==> src/rtl/sa_pkg.sv <==
package sa_pkg;

  typedef struct packed {
    logic load;     // capture the new matching into the grant register
    logic advance;  // pointers may move this edge
  } saStrobe_t;

  function automatic int idxWidth(input int n);
    return (n > 1) ? $clog2(n) : 1;
  endfunction

endpackage

==> src/rtl/rr_arbiter.sv <==
module rr_arbiter #(
  parameter int WIDTH = 4
) (
  input  logic             clk,
  input  logic             rstN,
  input  logic [WIDTH-1:0] reqVec,
  input  logic             advance,
  output logic [WIDTH-1:0] gntVec
);
  localparam int IDX_W = sa_pkg::idxWidth(WIDTH);
  localparam logic [IDX_W-1:0] LAST_IDX = IDX_W'(WIDTH - 1);

  logic [IDX_W-1:0] ptrQ;
  logic [IDX_W-1:0] winIdx;
  logic             found;

  // scan upward from the pointer, wrapping once around
  always_comb begin
    gntVec = '0;
    found  = 1'b0;
    winIdx = '0;
    for (int k = 0; k < WIDTH; k++) begin
      int idx;
      idx = int'(ptrQ) + k;
      if (idx >= WIDTH) idx = idx - WIDTH;
      if (!found && reqVec[idx]) begin
        found       = 1'b1;
        gntVec[idx] = 1'b1;
        winIdx      = IDX_W'(idx);
      end
    end
  end

  always_ff @(posedge clk) begin
    if (!rstN) begin
      ptrQ <= '0;
    end else if (advance && found) begin
      ptrQ <= (winIdx == LAST_IDX) ? '0 : winIdx + 1'b1;
    end
  end

  AST_ARB_LEGAL: assert property (@(posedge clk) disable iff (!rstN)
    $onehot0(gntVec) && ((gntVec & ~reqVec) == '0));

  AST_ARB_WORK: assert property (@(posedge clk) disable iff (!rstN)
    (|reqVec) |-> (|gntVec));

endmodule

==> src/rtl/sa_control.sv <==
module sa_control (
  input  logic              updEn,
  input  logic              anyReq,
  output sa_pkg::saStrobe_t strobe
);
  always_comb begin
    strobe.load    = 1'b1;
    strobe.advance = updEn && anyReq;
  end
endmodule

==> src/rtl/sa_datapath.sv <==
module sa_datapath #(
  parameter int NUM_REQ      = 4,
  parameter int NUM_RES      = 4,
  parameter bit OUTPUT_FIRST = 1'b0
) (
  input  logic                       clk,
  input  logic                       rstN,
  input  logic [NUM_REQ*NUM_RES-1:0] reqIn,
  input  sa_pkg::saStrobe_t          strobe,
  output logic                       anyReq,
  output logic [NUM_REQ*NUM_RES-1:0] grantOut
);
  logic [NUM_REQ-1:0][NUM_RES-1:0] reqM, rowIn, rowGnt, grantNext, grantQ;
  logic [NUM_RES-1:0][NUM_REQ-1:0] colIn, colGnt, grantNextT, grantQT;
  logic [NUM_REQ-1:0] rowAdv;
  logic [NUM_RES-1:0] colAdv;

  assign reqM     = reqIn;
  assign anyReq   = |reqIn;
  assign grantOut = grantQ;

  for (genvar i = 0; i < NUM_REQ; i++) begin : g_row
    for (genvar j = 0; j < NUM_RES; j++) begin : g_cell
      assign grantNextT[j][i] = grantNext[i][j];
      assign grantQT[j][i]    = grantQ[i][j];
      if (!OUTPUT_FIRST) begin : g_in_first
        assign rowIn[i][j]     = reqM[i][j];
        assign colIn[j][i]     = rowGnt[i][j];
        assign grantNext[i][j] = colGnt[j][i];
      end else begin : g_out_first
        assign colIn[j][i]     = reqM[i][j];
        assign rowIn[i][j]     = colGnt[j][i];
        assign grantNext[i][j] = rowGnt[i][j];
      end
    end

    assign rowAdv[i] = strobe.advance && (|grantNext[i]);

    rr_arbiter #(.WIDTH(NUM_RES)) u_rowArb (
      .clk     (clk),
      .rstN    (rstN),
      .reqVec  (rowIn[i]),
      .advance (rowAdv[i]),
      .gntVec  (rowGnt[i])
    );

    AST_ROW_SINGLE: assert property (@(posedge clk) disable iff (!rstN)
      $onehot0(grantQ[i]));
  end

  for (genvar j = 0; j < NUM_RES; j++) begin : g_col
    assign colAdv[j] = strobe.advance && (|grantNextT[j]);

    rr_arbiter #(.WIDTH(NUM_REQ)) u_colArb (
      .clk     (clk),
      .rstN    (rstN),
      .reqVec  (colIn[j]),
      .advance (colAdv[j]),
      .gntVec  (colGnt[j])
    );

    AST_COL_SINGLE: assert property (@(posedge clk) disable iff (!rstN)
      $onehot0(grantQT[j]));
  end

  always_ff @(posedge clk) begin
    if (!rstN) begin
      grantQ <= '0;
    end else if (strobe.load) begin
      grantQ <= grantNext;
    end
  end

  AST_GRANT_SUBSET: assert property (@(posedge clk) disable iff (!rstN)
    rstN |=> ((grantOut & ~$past(reqIn)) == '0));

  AST_IDLE_ZERO: assert property (@(posedge clk) disable iff (!rstN)
    (reqIn == '0) |=> (grantOut == '0));

  AST_HOLD_NO_ADV: assert property (@(posedge clk) disable iff (!rstN)
    (!strobe.advance) |=> (!$stable(reqIn) || $stable(grantNext)));

endmodule

==> src/rtl/separable_alloc.sv <==
module separable_alloc #(
  parameter int NUM_REQ      = 4,
  parameter int NUM_RES      = 4,
  parameter bit OUTPUT_FIRST = 1'b0
) (
  input  logic                       clk,
  input  logic                       rstN,
  input  logic [NUM_REQ*NUM_RES-1:0] reqIn,
  input  logic                       updEn,
  output logic [NUM_REQ*NUM_RES-1:0] grantOut
);
  sa_pkg::saStrobe_t strobe;
  logic anyReq;

  sa_control u_ctrl (
    .updEn  (updEn),
    .anyReq (anyReq),
    .strobe (strobe)
  );

  sa_datapath #(
    .NUM_REQ      (NUM_REQ),
    .NUM_RES      (NUM_RES),
    .OUTPUT_FIRST (OUTPUT_FIRST)
  ) u_dp (
    .clk      (clk),
    .rstN     (rstN),
    .reqIn    (reqIn),
    .strobe   (strobe),
    .anyReq   (anyReq),
    .grantOut (grantOut)
  );
endmodule

==> config.mk <==
export PLATFORM = sky130hd
export DESIGN_NAME = separable_alloc
export DESIGN_NICKNAME = d
export VERILOG_FILES = /design/src/rtl/sa_pkg.sv /design/src/rtl/rr_arbiter.sv /design/src/rtl/sa_control.sv /design/src/rtl/sa_datapath.sv /design/src/rtl/separable_alloc.sv
export SDC_FILE = /design/constraint.sdc
export NUM_CORES = 1
export LEC_CHECK = 0
export BUFFER_PORTS_ARGS = -buffer_cell sky130_fd_sc_hd__buf_2
export CAP_MARGIN = 20
export CELL_PAD_IN_SITES_DETAIL_PLACEMENT = 1
export CELL_PAD_IN_SITES_GLOBAL_PLACEMENT = 2
export CORE_MARGIN = 2
export CORE_UTILIZATION = 41
export CTS_CLUSTER_DIAMETER = 40
export CTS_CLUSTER_SIZE = 20
export DETAILED_ROUTE_END_ITERATION = 8
export PLACE_DENSITY_LB_ADDON = 0.1
export SLEW_MARGIN = 25
export SYNTH_ARGS = -nofsm -noshare
export SYNTH_HDL_FRONTEND = slang
export SYNTH_SLANG_ARGS = --single-unit
==> constraint.sdc <==
create_clock -name clk -period 5.8 [get_ports clk]
set_input_delay 0.29 -clock clk [delete_from_list [all_inputs] [get_ports clk]]
set_output_delay 0.29 -clock clk [all_outputs]
set_load 0.01 [all_outputs]
==> impl_metrics.csv <==
group,metric,value,unit
synthesis,yosysMostFrequentCell,"nor2_1",
detailed_routing,drtIter0Drc,416,
pwr,swShare,56.0,%
detailed_routing,post-route-drc-count,0,
cells_and_area,nets,733,
worst_setup_path,cp.arrival,5.37,ns
synthesis,async_flop_share,0,%
detailed_routing,wl_per_cell,20.9,µm
pwr,switching_power,2.23,mW
placed_design,gp_congestion,0.871,
sta,max_freq,0.192,GHz
cells_and_area,utilization,44.8,%
cts,postCtsSetupBuffers,0,
global_route,grt_pass1_vias,5263,
global_route,overflow,0,
detailed_routing,viasPerCell,6.38,
global_route,top_usage_layer,"met2",
pwr,seq_power_share,11.1,%
detailed_routing,ant_nets,0,
pwr,power_frac_clock,7.8,%
sta,max_slew_margin,48.8,%
worst_setup_path,crit_path_max_fanout,22,
floorplan,rows,41,
detailed_routing,wirelength,17400,µm
cts,cts_made_buffers,5,
placed_design,place_inst,826,
cts,htree_levels,2,
sta,rsz0062_at_grt,"no",
hold_path,worstHoldPathCells,3,
cts,clkLatencyLatePin,0.29,ns
floorplan,io_pins,35,
synthesis,netlist_area,5380,µm²
pwr,finalPower,3.98,mW
synthesis,ys_ff_latch,32,
worst_setup_path,crit_required,5.97,ns
worst_setup_path,startpoint_type,"flop",
floorplan,die_w,119,µm
global_route,track_usage,24.7,%
worst_setup_path,endpoint_kind,"flop",
detailed_routing,detail_route.first_pass.iterations,4,
floorplan,core,12700,µm²
synthesis,yosys_most_used_dff,"dfxtp_1",
sta,worst_pin_slew,0.768,ns
synthesis,synth_top_area_cell,"ha_1",
hold_path,min_from,"updEn",
pwr,p_int,1.75,mW
sta,finalHoldViolations,0,
sta,fin_setup_tns,0,ns
cts,cts_resized,0,
synthesis,synthDistinctLibCells,79,
synthesis,postSynthCellCount,656,
cells_and_area,syn2layout_area_growth,5.93,%
synthesis,yosysWarningCount,0,
detailed_routing,vias,5328,
global_route,use_met1,33.8,%
cells_and_area,n_fill_cell,1565,
floorplan,dieArea,14100,µm²
cts,cts_sinks,32,
hold_path,min_path_type,"in -> reg",
floorplan,die_h,119,µm
cts,cts_tree,"done",
cts,path_clk_slew,0.06,ns
worst_setup_path,path_class,"reg -> reg",
placed_design,portBuffers,34,
cts,root_buffer,"clkbuf_16",
sta,skew,0.00978,ns
sta,period_share,89.6,%
worst_setup_path,regToRegSetupSlack,0.60,ns
synthesis,yosysSeqAreaShare,11.9,%
placed_design,placed_cell_area,5530,µm²
cells_and_area,antenna-diode-count,0,
global_route,antenna_found_initial,0,
worst_setup_path,reg2reg_depth,13,
synthesis,synth_fp_nets,727,
synthesis,synthTopCellsByArea,"ha_1 (12%), dfxtp_1 (12%), mux4_2 (8.8%)",
global_route,grtUsageMet3,2.90,%
pwr,ir_worst_vdd,221,µV
cells_and_area,fin_cells,835,
synthesis,syn_area_per_cell,8.20,µm²
synthesis,synth_commonest_cells,"nor2_1 (60), nand2_1 (59), ha_1 (52)",
pwr,p_per_area,699,nW/µm²
cts,clock_tree.buffer_depth,2,
global_route,grt_max_degree,31,
run,cap_violations,0,
placed_design,dp_hpwl,13400,µm
synthesis,synth_top_cell_area_share,12.1,%
cells_and_area,drive_gt1_share,16.6,%
pwr,p_leak,2.24,nW
sta,slew_viol_final,0,
sta,fin_crit,5.20,ns
cells_and_area,final_area,5700,µm²
synthesis,synth_edf_count,0,
sta,final-setup-viol-count,0,
floorplan,initial_core_util,42.3,%
status,status,"finished clean",
global_route,grt_pass1_wl,28100,µm
cts,ctsHoldBuffers,0,
pwr,comb_power_share,81.1,%
global_route,use_met2,41.2,%
==> placed cells by master, fill, tap and decap left out, types with 4 or more instances in the layout <==
cell type / n
nor2_1: 60
nand2_1: 59
ha_1: 52
buf_2: 34
nand2b_1: 33
dfxtp_1: 32
o22ai_1: 29
a21oi_1: 28
inv_1: 26
mux2i_1: 25
mux4_2: 21
a22oi_1: 18
a31oi_1: 15
nand3_1: 15
o21ai_0: 14
a211o_1: 12
a22o_1: 12
nor3_1: 12
mux2_2: 9
nor2b_1: 9
o21ai_1: 9
and3_1: 8
a211oi_1: 7
a41oi_2: 7
o31ai_1: 7
nand4_1: 6
a221oi_2: 6
nor4_1: 5
a221oi_1: 5
clkbuf_16: 5
a221o_1: 4
buf_4: 4
==> kinds of logic (layout without fill, tap and decap cells) <==
family	after synthesis	after routing	share of synthesized area (%)
muxes	60	60	16.5
adders and majority gates	52	52	12.1
AOI/OAI and AO/OA	208	208	29.8
and+or+nand+nor	232	232	22.2
DFF	32	32	11.9
buffers and inverters	69	76	7.02
xor gates and xnor gates	3	3	0.489
==> final timing paths <==
| kind | to |
|---|---|
| max | flop |
| min | u_dp.g_row[0].u_rowArb.ptrQ[1] |
| min reg2reg | flop |
| max reg2reg | flop |
==> worst max-delay path, stage by stage (launching register included) <==
cell     delay [ns]
dfxtp_1        0.81
inv_1          0.33
ha_1           0.55
mux2i_1        0.52
mux2_4         0.29
and4b_1        0.40
a22oi_1        0.28
mux4_2         0.61
nor2_1         0.15
a31oi_1        0.05
a21oi_1        0.39
a41oi_2        0.26
nor4b_2        0.23
a31o_1         0.21
==> metrics by stage <==
step                setup slack, ns  hold slack, ns
finish                        0.604           0.430
global route                  0.219           0.462
CTS                           0.691           0.415
detailed placement            0.734           0.681
global placement              0.938           0.646
floorplan                      1.99           0.432
==> layout make-up <==
cell class                      instances  area (µm²)  share of cell area [%]
Clock buffer                            5         125                    2.20
Clock inverter                          3        42.5                   0.747
Tap cell                              172         215                    3.78
Inverter                               29         109                    1.91
Timing Repair Buffer                   39         205                    3.60
Sequential cell                        32         641                    11.2
Multi-Input combinational cell        555        4360                    76.5
==> layer usage <==
layer	routed length (µm)	part of all wire (%)
met5	0	0
met4	301	1.7
met3	679	3.9
met2	8200	47
met1	8260	47
==> power groups by stage <==
stage,logic [mW],registers [mW],clock network (mW)
floorplan,2.51,0.387,0
detailed placement,3.19,0.445,0
global route,3.54,0.457,0.327
CTS,3.21,0.439,0.319
finish,3.23,0.441,0.310
global placement,3.09,0.436,0
(Power assumes the default switching activity.)
